`src/rtl/cordic_rot_pkg.sv`:
```
package cordic_rot_pkg;
  // sample and angle widths
  localparam int DATA_W  = 16;
  localparam int ANG_W   = 16;
  // micro-rotation count, fixed by the error budget
  localparam int STAGES  = 12;
  // extra fraction bits carried through the pipeline
  localparam int GUARD   = 2;
  // x/y need two integer bits of headroom: sqrt(2) input growth times gain 1.647
  localparam int XY_W    = DATA_W + 2 + GUARD;
  localparam int Z_W     = ANG_W + GUARD;
  localparam int CW      = XY_W + 1;
  // fold register + stages + compensation register
  localparam int LATENCY = STAGES + 2;

  typedef struct packed {
    logic [LATENCY-1:0] load;   // per-register load enables, index 0 = fold register
  } pipeStrobe_t;

  // atan(2^-idx) expressed in units of pi / 2^(Z_W-1)
  function automatic logic signed [Z_W-1:0] atanConst(input int idx);
    longint base;   // units of pi / 2^17
    case (idx)
      0:  base = 32768;
      1:  base = 19344;
      2:  base = 10221;
      3:  base = 5188;
      4:  base = 2604;
      5:  base = 1303;
      6:  base = 652;
      7:  base = 326;
      8:  base = 163;
      9:  base = 81;
      10: base = 41;
      11: base = 20;
      default: base = longint'(41722) >>> idx;
    endcase
    return Z_W'((base * (longint'(1) << (Z_W - 1))) / longint'(131072));
  endfunction

  // multiply by 1/K ~ 0.607253 as 2^-1 + 2^-3 - 2^-6 - 2^-9 - 2^-12 + 2^-14
  function automatic logic signed [CW-1:0] gainComp(input logic signed [CW-1:0] v);
    return (v >>> 1) + (v >>> 3) - (v >>> 6) - (v >>> 9) - (v >>> 12) + (v >>> 14);
  endfunction

  // drop the guard bits with round-half-up and clamp to +/-(2^(DATA_W-1)-1)
  function automatic logic signed [DATA_W-1:0] roundSat(input logic signed [CW-1:0] v);
    logic signed [CW-1:0] r;
    logic signed [CW-1:0] posLim;
    logic signed [CW-1:0] negLim;
    posLim = CW'((longint'(1) << (DATA_W - 1)) - 1);
    negLim = -posLim;
    r = (v + CW'(longint'(1) << (GUARD - 1))) >>> GUARD;
    if (r > posLim)      return posLim[DATA_W-1:0];
    else if (r < negLim) return negLim[DATA_W-1:0];
    else                 return r[DATA_W-1:0];
  endfunction
endpackage

```
`src/rtl/cordic_rot_ctrl.sv`:
```
module cordic_rot_ctrl
  import cordic_rot_pkg::*;
(
  input  logic        clk,
  input  logic        rst,
  input  logic        inValid,
  output pipeStrobe_t strobe,
  output logic        outValid
);
  logic [LATENCY-1:0] validPipe;

  always_ff @(posedge clk) begin
    if (rst) validPipe <= '0;
    else     validPipe <= {validPipe[LATENCY-2:0], inValid};
  end

  // register k loads when the sample bound for it is valid
  assign strobe.load = {validPipe[LATENCY-2:0], inValid};
  assign outValid    = validPipe[LATENCY-1];
endmodule

```
`src/rtl/cordic_rot_stage.sv`:
```
module cordic_rot_stage
  import cordic_rot_pkg::*;
#(
  parameter int                     SHIFT = 0,
  parameter logic signed [Z_W-1:0]  ANGLE = '0
) (
  input  logic                  clk,
  input  logic                  rst,
  input  logic                  en,
  input  logic signed [XY_W-1:0] xIn,
  input  logic signed [XY_W-1:0] yIn,
  input  logic signed [Z_W-1:0]  zIn,
  output logic signed [XY_W-1:0] xOut,
  output logic signed [XY_W-1:0] yOut,
  output logic signed [Z_W-1:0]  zOut
);
  logic                   turnPos;
  logic signed [XY_W-1:0] xSh;
  logic signed [XY_W-1:0] ySh;

  // residual angle sign picks the direction; rotating by -z drives z to zero
  assign turnPos = ~zIn[Z_W-1];
  assign xSh     = xIn >>> SHIFT;
  assign ySh     = yIn >>> SHIFT;

  always_ff @(posedge clk) begin
    if (rst) begin
      xOut <= '0;
      yOut <= '0;
      zOut <= '0;
    end else if (en) begin
      if (turnPos) begin
        xOut <= xIn + ySh;
        yOut <= yIn - xSh;
        zOut <= zIn - ANGLE;
      end else begin
        xOut <= xIn - ySh;
        yOut <= yIn + xSh;
        zOut <= zIn + ANGLE;
      end
    end
  end
endmodule

```
`src/rtl/cordic_rot_datapath.sv`:
```
module cordic_rot_datapath
  import cordic_rot_pkg::*;
(
  input  logic                     clk,
  input  logic                     rst,
  input  pipeStrobe_t              strobe,
  input  logic signed [DATA_W-1:0] inRe,
  input  logic signed [DATA_W-1:0] inIm,
  input  logic signed [ANG_W-1:0]  inAngle,
  output logic signed [DATA_W-1:0] outRe,
  output logic signed [DATA_W-1:0] outIm
);
  logic signed [XY_W-1:0] xPipe [0:STAGES];
  logic signed [XY_W-1:0] yPipe [0:STAGES];
  logic signed [Z_W-1:0]  zPipe [0:STAGES];

  // pre-rotation: |theta| >= pi/2 -> negate vector, shift angle by pi
  logic                   needFold;
  logic signed [XY_W-1:0] reExt;
  logic signed [XY_W-1:0] imExt;
  logic signed [Z_W-1:0]  zStart;

  always_comb begin
    needFold = inAngle[ANG_W-1] ^ inAngle[ANG_W-2];
    reExt    = $signed({{(XY_W-DATA_W){inRe[DATA_W-1]}}, inRe}) <<< GUARD;
    imExt    = $signed({{(XY_W-DATA_W){inIm[DATA_W-1]}}, inIm}) <<< GUARD;
    // adding pi modulo 2*pi flips the top angle bit
    zStart   = $signed({inAngle[ANG_W-1] ^ needFold, inAngle[ANG_W-2:0], {GUARD{1'b0}}});
  end

  always_ff @(posedge clk) begin
    if (rst) begin
      xPipe[0] <= '0;
      yPipe[0] <= '0;
      zPipe[0] <= '0;
    end else if (strobe.load[0]) begin
      xPipe[0] <= needFold ? -reExt : reExt;
      yPipe[0] <= needFold ? -imExt : imExt;
      zPipe[0] <= zStart;
    end
  end

  for (genvar s = 0; s < STAGES; s++) begin : g_stage
    cordic_rot_stage #(
      .SHIFT (s),
      .ANGLE (atanConst(s))
    ) stage_i (
      .clk  (clk),
      .rst  (rst),
      .en   (strobe.load[s+1]),
      .xIn  (xPipe[s]),
      .yIn  (yPipe[s]),
      .zIn  (zPipe[s]),
      .xOut (xPipe[s+1]),
      .yOut (yPipe[s+1]),
      .zOut (zPipe[s+1])
    );
  end

  // gain removal, rounding and saturation share the last register
  logic signed [CW-1:0] xWide;
  logic signed [CW-1:0] yWide;
  logic signed [CW-1:0] xComp;
  logic signed [CW-1:0] yComp;

  always_comb begin
    xWide = CW'(xPipe[STAGES]);
    yWide = CW'(yPipe[STAGES]);
    xComp = gainComp(xWide);
    yComp = gainComp(yWide);
  end

  always_ff @(posedge clk) begin
    if (rst) begin
      outRe <= '0;
      outIm <= '0;
    end else if (strobe.load[LATENCY-1]) begin
      outRe <= roundSat(xComp);
      outIm <= roundSat(yComp);
    end
  end
endmodule

```
`src/rtl/cordic_rotator.sv`:
```
module cordic_rotator
  import cordic_rot_pkg::*;
(
  input  logic                     clk,
  input  logic                     rst,
  input  logic                     inValid,
  input  logic signed [DATA_W-1:0] inRe,
  input  logic signed [DATA_W-1:0] inIm,
  input  logic signed [ANG_W-1:0]  inAngle,
  output logic                     outValid,
  output logic signed [DATA_W-1:0] outRe,
  output logic signed [DATA_W-1:0] outIm
);
  pipeStrobe_t strobe;

  cordic_rot_ctrl ctrl_i (
    .clk      (clk),
    .rst      (rst),
    .inValid  (inValid),
    .strobe   (strobe),
    .outValid (outValid)
  );

  cordic_rot_datapath dp_i (
    .clk     (clk),
    .rst     (rst),
    .strobe  (strobe),
    .inRe    (inRe),
    .inIm    (inIm),
    .inAngle (inAngle),
    .outRe   (outRe),
    .outIm   (outIm)
  );
endmodule

```
`config.mk`:
```
export PLATFORM = sky130hd
export DESIGN_NAME = cordic_rotator
export DESIGN_NICKNAME = d
export VERILOG_FILES = /design/src/rtl/cordic_rot_pkg.sv /design/src/rtl/cordic_rot_ctrl.sv /design/src/rtl/cordic_rot_stage.sv /design/src/rtl/cordic_rot_datapath.sv /design/src/rtl/cordic_rotator.sv
export SDC_FILE = /design/constraint.sdc
export NUM_CORES = 2
export LEC_CHECK = 0
export BUFFER_PORTS_ARGS = -buffer_cell sky130_fd_sc_hd__buf_2
export CAP_MARGIN = 5
export CORE_MARGIN = 5
export CORE_UTILIZATION = 40
export CTS_CLUSTER_DIAMETER = 50
export DETAILED_ROUTE_END_ITERATION = 8
export GPL_TIMING_DRIVEN = 0
export PLACE_DENSITY_LB_ADDON = 0.08
export RECOVER_POWER = 25
export REMOVE_ABC_BUFFERS = 1
export SYNTH_ARGS = -nofsm -noshare
export SYNTH_HDL_FRONTEND = slang
export SYNTH_SLANG_ARGS = --single-unit
export TNS_END_PERCENT = 10
```
`constraint.sdc`:
```
create_clock -name clk -period 15.19 [get_ports clk]
set_clock_uncertainty 0.05 [all_clocks]
set_input_delay 1.519 -clock clk [delete_from_list [all_inputs] [get_ports clk]]
set_output_delay 1.519 -clock clk [all_outputs]
set_load 0.02 [all_outputs]
```
# Word level (Yosys, flattened, before mapping)
# Cells that the tools add are included.
[totals]
regBits = 780
in_bits = 51
output_inout_bits = 33
word_cells = 171
[classes]
addsub = 83
magnitude_cmp = 4
mux = 41
bitwise = 2
[op_table]
columns = ["cell", "n"]
rows = [
  ["20-bit two-way mux", 26],
  ["18-bit two-way mux", 11],
  ["16-bit two-way mux", 4],
  ["21-bit by 3-bit adder with 21-bit output, second input constant", 2],
  ["21-bit by 6-bit adder with 21-bit output", 2],
  ["20-bit by 14-bit subtractor with 21-bit output", 2],
  ["21-bit by 11-bit subtractor with 21-bit output", 2],
  ["21-bit by 8-bit subtractor with 21-bit output", 2],
  ["19-bit by 17-bit adder with 20-bit output", 2],
  ["20-bit by 10-bit adder with 20-bit output", 2],
  ["20-bit by 11-bit adder with 20-bit output", 2],
  ["20-bit by 12-bit adder with 20-bit output", 2],
  ["20-bit by 13-bit adder with 20-bit output", 2],
  ["20-bit by 14-bit adder with 20-bit output", 2],
  ["20-bit by 15-bit adder with 20-bit output", 2],
  ["20-bit by 16-bit adder with 20-bit output", 2],
  ["20-bit by 17-bit adder with 20-bit output", 2],
  ["20-bit by 18-bit adder with 20-bit output", 2],
  ["20-bit by 19-bit adder with 20-bit output", 2],
  ["20-bit by 9-bit adder with 20-bit output", 2],
  ["18-bit negation with 20-bit output", 2],
  ["20-bit by 10-bit subtractor with 20-bit output", 2],
  ["20-bit by 11-bit subtractor with 20-bit output", 2],
  ["20-bit by 12-bit subtractor with 20-bit output", 2],
  ["other kinds (35)", 47],
]

# Logic depth before layout (Yosys ltp)
[depth]
word_depth = 9
mapped_depth = 21
ltp_nobuf = 18

# By module
# From an unflattened synthesis, not the netlist that was laid out.
[hier_totals]
cells_unflattened = 9086
area_unflattened_um2 = 72578.4
[by_module_without_submodules]
columns = ["mod", "instances", "cells_each", "area_per_inst_um2", "seq_area_each_um2"]
rows = [
  ["cordic_rot_datapath", 1, 1009, 8740.9, 1681.6],
  ["cordic_rot_stage (dp_i.g_stage[2].stage_i)", 1, 701, 5534.1, 1161.1],
  ["cordic_rot_stage (dp_i.g_stage[6].stage_i)", 1, 704, 5491.5, 1161.1],
  ["cordic_rot_stage (dp_i.g_stage[0].stage_i)", 1, 707, 5462.7, 1141.1],
  ["cordic_rot_stage (dp_i.g_stage[11].stage_i)", 1, 683, 5408.9, 1161.1],
  ["cordic_rot_stage (dp_i.g_stage[10].stage_i)", 1, 684, 5357.6, 1161.1],
  ["cordic_rot_stage (dp_i.g_stage[8].stage_i)", 1, 670, 5227.5, 1161.1],
  ["cordic_rot_stage (dp_i.g_stage[1].stage_i)", 1, 658, 5222.5, 1161.1],
  ["cordic_rot_stage (dp_i.g_stage[5].stage_i)", 1, 667, 5198.7, 1161.1],
  ["cordic_rot_stage (dp_i.g_stage[7].stage_i)", 1, 646, 5185.0, 1161.1],
  ["cordic_rot_stage (dp_i.g_stage[9].stage_i)", 1, 634, 5146.2, 1161.1],
  ["cordic_rot_stage (dp_i.g_stage[4].stage_i)", 1, 653, 5118.7, 1161.1],
  ["cordic_rot_stage (dp_i.g_stage[3].stage_i)", 1, 640, 5068.6, 1161.1],
  ["cordic_rot_ctrl", 1, 30, 415.4, 280.3],
]

# Worst setup path before layout
# Ideal clock, no wire load.
[synth_path]
path_kind = "reg2reg"
from = "register, netlist name dp_i.g_stage[11].stage_i.xOut[19]"
to = "register dp_i.outRe[10]"
setup_time_ns = 0.115
t_arrival_ns = 5.559
required_ns = 15.025
path_slack_ns = 9.466
path_stages_with_launch = 22
path_buffers = 3
period_less_slack_ns = 5.724
cell_sequence = "dfxtp_1 > clkbuf_1 > inv_1 > fa_1 > inv_1 > fa_1 > inv_1 > fa_1 > inv_1 > ha_1 > buf_6 > a21oi_2 > a2bb2oi_2 > o2bb2ai_2 > o41a_4 > nor4_1 > a21oi_1 > or4_1 > a311o_1 > nand2_2 > buf_12 > nor2_2"
[synth_via]
elab_chain_cells = 9
word_cells_on_any_way = 10
cone_classes = "add/sub (6); order compare (2); mux (2)"
[synth_lines]
columns = ["item", "line", "text"]
rows = [
  ["19-bit by 17-bit adder with 20-bit output", "cordic_rot_pkg.sv:43", "return (v >>> 1) + (v >>> 3) - (v >>> 6) - (v >>> 9) - (v >>> 12) + (v >>> 14);"],
  ["20-bit by 14-bit subtractor with 21-bit output", "cordic_rot_pkg.sv:43", ""],
  ["21-bit by 11-bit subtractor with 21-bit output", "cordic_rot_pkg.sv:43", ""],
  ["21-bit by 8-bit subtractor with 21-bit output", "cordic_rot_pkg.sv:43", ""],
  ["21-bit by 6-bit adder with 21-bit output (*)", "cordic_rot_pkg.sv:43", ""],
  ["21-bit by 3-bit adder with 21-bit output (*)", "cordic_rot_pkg.sv:53", "r = (v + CW'(longint'(1) << (GUARD - 1))) >>> GUARD;"],
  ["19-bit by 16-bit < comparator with 1-bit output", "cordic_rot_pkg.sv:55", "else if (r < negLim) return negLim[DATA_W-1:0];"],
  ["16-bit two-way mux", "cordic_rot_pkg.sv:55", ""],
  ["16-bit two-way mux (*)", "cordic_rot_pkg.sv:54", "if (r > posLim) return posLim[DATA_W-1:0];"],
  ["end signal: assignment", "cordic_rot_datapath.sv:78", "outRe <= roundSat(xComp);"],
  ["end: declaration", "cordic_rot_datapath.sv:10", "output logic signed [DATA_W-1:0] outRe,"],
]
# Every way passes the cells marked *; elsewhere a longest branch is shown, timed or not.
# A chain may end at the register's enable or synchronous reset.

==> summary.md <==
| Metric | Value |
|---|---|
| Die W | ~410 um |
| CTS tree | built |
| Grt ovf | 0 |
| Post_cts resized | 0 |
| Port Buffers | 83 |
| Via-to-Cell Ratio | approximately 5.3 |
| Tcrit/Tclk final | 65.9% |
| Row count | about 150 |
| Worst Hold Class | reg2reg |
| Total GRT Usage | about a fifth |
| Routed via count | between 50000 and 60000 |
| Slowest cell on crit path | clkbuf_1 |
| H-tree depth | 3 |
| Leak Pwr | about 30 nW |
| Die ar. | around 170000 um2 |
| Switching Share | between 30 and 40% |
| Post-route setup slack | a little over 5000 ps |
| Final slew viol count | approximately 360 |
| Reg2reg setup slack | 8440 ps |
| Fillers | roughly 16000 |
| P_sw | 0.00220 W |
| WS Path Type | in2reg |
| Clock transition at the registers of the reported paths | ~60 ps |
| Area leader, netlist | dfxtp_1 |
| Endpoint class of the critical path | flop |
| R2r startpoint | dp_i.g_stage[11].stage_i.yOut[19] |
| Initial core utilization | between 40% and 50% |
| Mean Syn Cell Area | between 8 and 9 um2 |
| Die Y | between 400 and 500 um |
| Post-CTS Hold Buffers | 0 |
| Syn Inst Count | approximately 8000 |
| Top FF cell, synth | dfxtp_1 |
| Core area | between 150000 and 200000 um2 |
| Pwr Density | ~95 nW/um2 |
| Cts bufs inserted | about 120 |
| DRC Markers | 0 |
| Fin util | 44.3% |
| FF-to-FF path depth | 19 |
| Critical R2R Capture | dp_i.outIm[12] |
| YS warnings | 0 |
| Synthesis-to-finish area growth | 10.4% |
| Top-count cell post-synth | nor2_1 |
| Sequential power share | between 30% and 40% |
| Commonest cells in the netlist | nor2_1, dfxtp_1, ha_1 |
| Dpl hpwl | around 140000 um |
| Violated checks | capacitance limit, slew limit |
| Hold Crit Depth | 2 |
| Max-cap violations | 3 |
| Layout cells sized above 1 | 5.59% |
| Min cycle time layout | 10000 ps |
| EDFF count, synth | 0 |
| Vias in the first global route | 51400 |
| Final hold vios | 0 |
| CP Launch Type | input port |
| CP cell instances | clkbuf_1, buf_16, clkbuf_1, buf_16, nor2_1, a22o_1 |
| Worst-Margin Slew | about 6200 ps |
| Seq/Total Area, Yosys | 23.3% |
| Cell-internal power | about 0.0046 W |
| Comb power frac | around a quarter |
| Latest clock arrival within the worst-skew pair | roughly 750 ps |
| Initial antenna violation count | 0 |
| Post-Syn Area | between 60000 and 70000 um2 |
| Post-DRT Antenna Nets | 0 |
| Initial DRC Count | about 2700 |
| Rel. slew slack | -310% |
| 1st-pass router iterations | 5 |
| Critical path arrival | 10560 ps |
| Hold path start | dp_i.g_stage[3].stage_i.zOut[15] |
| CP Max Fanout | ~140 |
| # diodes | 0 |
| Placer Congestion | between 0.8 and 0.9 |
| Final nets | between 8000 and 9000 |
| RSZ-0062 raised after global routing | no |
| Distinct cells, synth | 94 |
| Synthesized flop and latch total | 745 |
| Outcome | complete, but fails checks |
| TritonCTS Sinks | between 700 and 800 |
| Global-route wire length before repair | roughly 290000 um |
| Top area cells in the synthesized netlist | dfxtp_1, ha_1, xnor2_1 |
| Largest net degree at the start of global routing | between 100 and 150 |
| Wirelength, routed | between 150000 and 200000 um |
| Ports | 84 |
| Per-cell routed wire length | 17.5 um |
| Async set-reset flop share out of synthesis | 0% |
| Place WS | 8680 ps |
| Critical Path RT | 15750 ps |
| CP max stage delay | between 4000 and 5000 ps |
| Root Buffer | clkbuf_16 |
| Post-synth top area share | between 20% and 30% |
| Worst-case clock buffer depth | 3 |
| Maximum VDD drop | just under 0.09 mV |
| Final number of setup-violating endpoints | 0 |
| Setup bufs post-CTS | 0 |
| Max Fclk | ~0.10 GHz |
| Hold endpoint | dp_i.g_stage[3].stage_i.zOut[15] |
| Share of total power in the clock network | between 40% and 50% |
## worst max-delay path, delay by kind of cell
family          cells  cell delay [ps]
compound gates      1              290
simple gates        1              280
buf+inv             4             8120
## flip-flops by register name, indices dropped and copies added, names as in the netlist
name / flops
dp_i.g_stage.stage_i.xOut: 235
dp_i.g_stage.stage_i.yOut: 235
dp_i.g_stage.stage_i.zOut: 177
dp_i.xPipe: 18
dp_i.yPipe: 18
dp_i.outIm: 16
dp_i.outRe: 16
dp_i.zPipe: 16
ctrl_i.validPipe: 14
## metal layers
metal	track usage [%]	up-vias	share of wire, %
met3	2.47	169	3.0
met2	31.3	657	42
met1	31.1	25000	53
met5	0	-	0
li1	-	27700	-
met4	3.79	0	1.6
## stage by stage
step                      cell area (um2)  instances  hold WS [ps]  total power, W  TNS [ps]
after CTS                           70900      10000           421         0.00685         0
after global placement              66000       9767           404         0.00386   -470120
after global routing                70800      10000           437         0.00716         0
after detailed placement            66500       9787           404         0.00387         0
final                               70800      10000           417         0.00676         0
after floorplan                     63000       7598           382         0.00344         0
## layout make-up
type / instances / area, um2 / area share, %
multi-input cells: 6420 / 46500 / 65.6
flip-flops and latches: 745 / 15000 / 21.1
clock buffers: 142 / 3340 / 4.72
well taps: 2086 / 2610 / 3.69
inverters: 433 / 1630 / 2.30
clock inverters: 85 / 1010 / 1.43
repair buffers: 105 / 788 / 1.11
## kinds of logic (layout without fill, tap and decap cells)
logic type / after synthesis / count (layout) / share of synthesized area (%)
buffers and inverters: 723 / 765 / 4.27
multiplexers: 487 / 487 / 7.67
AO/OA/AOI/OAI: 1742 / 1742 / 17.7
flip-flops: 745 / 745 / 23.3
AND/OR/NAND/NOR: 2543 / 2543 / 18.1
adder cells (fa/ha/maj): 828 / 828 / 17.7
XOR/XNOR: 820 / 820 / 11.2
## cells in the final DEF (no fill, tap or decap), drive strengths merged, types with 262 or more instances in the layout
cell,netlist,layout
inv,429,464
nor2,1263,1263
mux2i,451,451
a21oi,570,570
nand2,360,360
xnor2,560,560
nor3,262,262
ha,691,691
dfxtp,745,745
o21ai,264,264
## worst max path at each step
stage	end	slack, ps	startpoint	depth (start not counted)
global route	dp_i.g_stage[2].stage_i.yOut[19]	4260	rst	6
global placement	dp_i.g_stage[1].stage_i.zOut[17]	-6170	rst	6
floorplan	dp_i.outIm[12]	9460	dp_i.g_stage[11].stage_i.yOut[19]	17
finish	dp_i.g_stage[2].stage_i.zOut[15]	5190	rst	6
CTS	dp_i.outIm[12]	8660	dp_i.g_stage[11].stage_i.yOut[19]	19
detailed placement	dp_i.outIm[12]	8680	dp_i.g_stage[11].stage_i.yOut[19]	19
## power by group through the flow
stage	combinational, W	clock (W)	sequential [W]
after floorplan	0.00134	0	0.00210
after CTS	0.00175	0.00301	0.00208
after global placement	0.00173	0	0.00214
after global routing	0.00197	0.00310	0.00209
after detailed placement	0.00174	0	0.00213
final	0.00175	0.00293	0.00208
(Power assumes the default switching activity.)
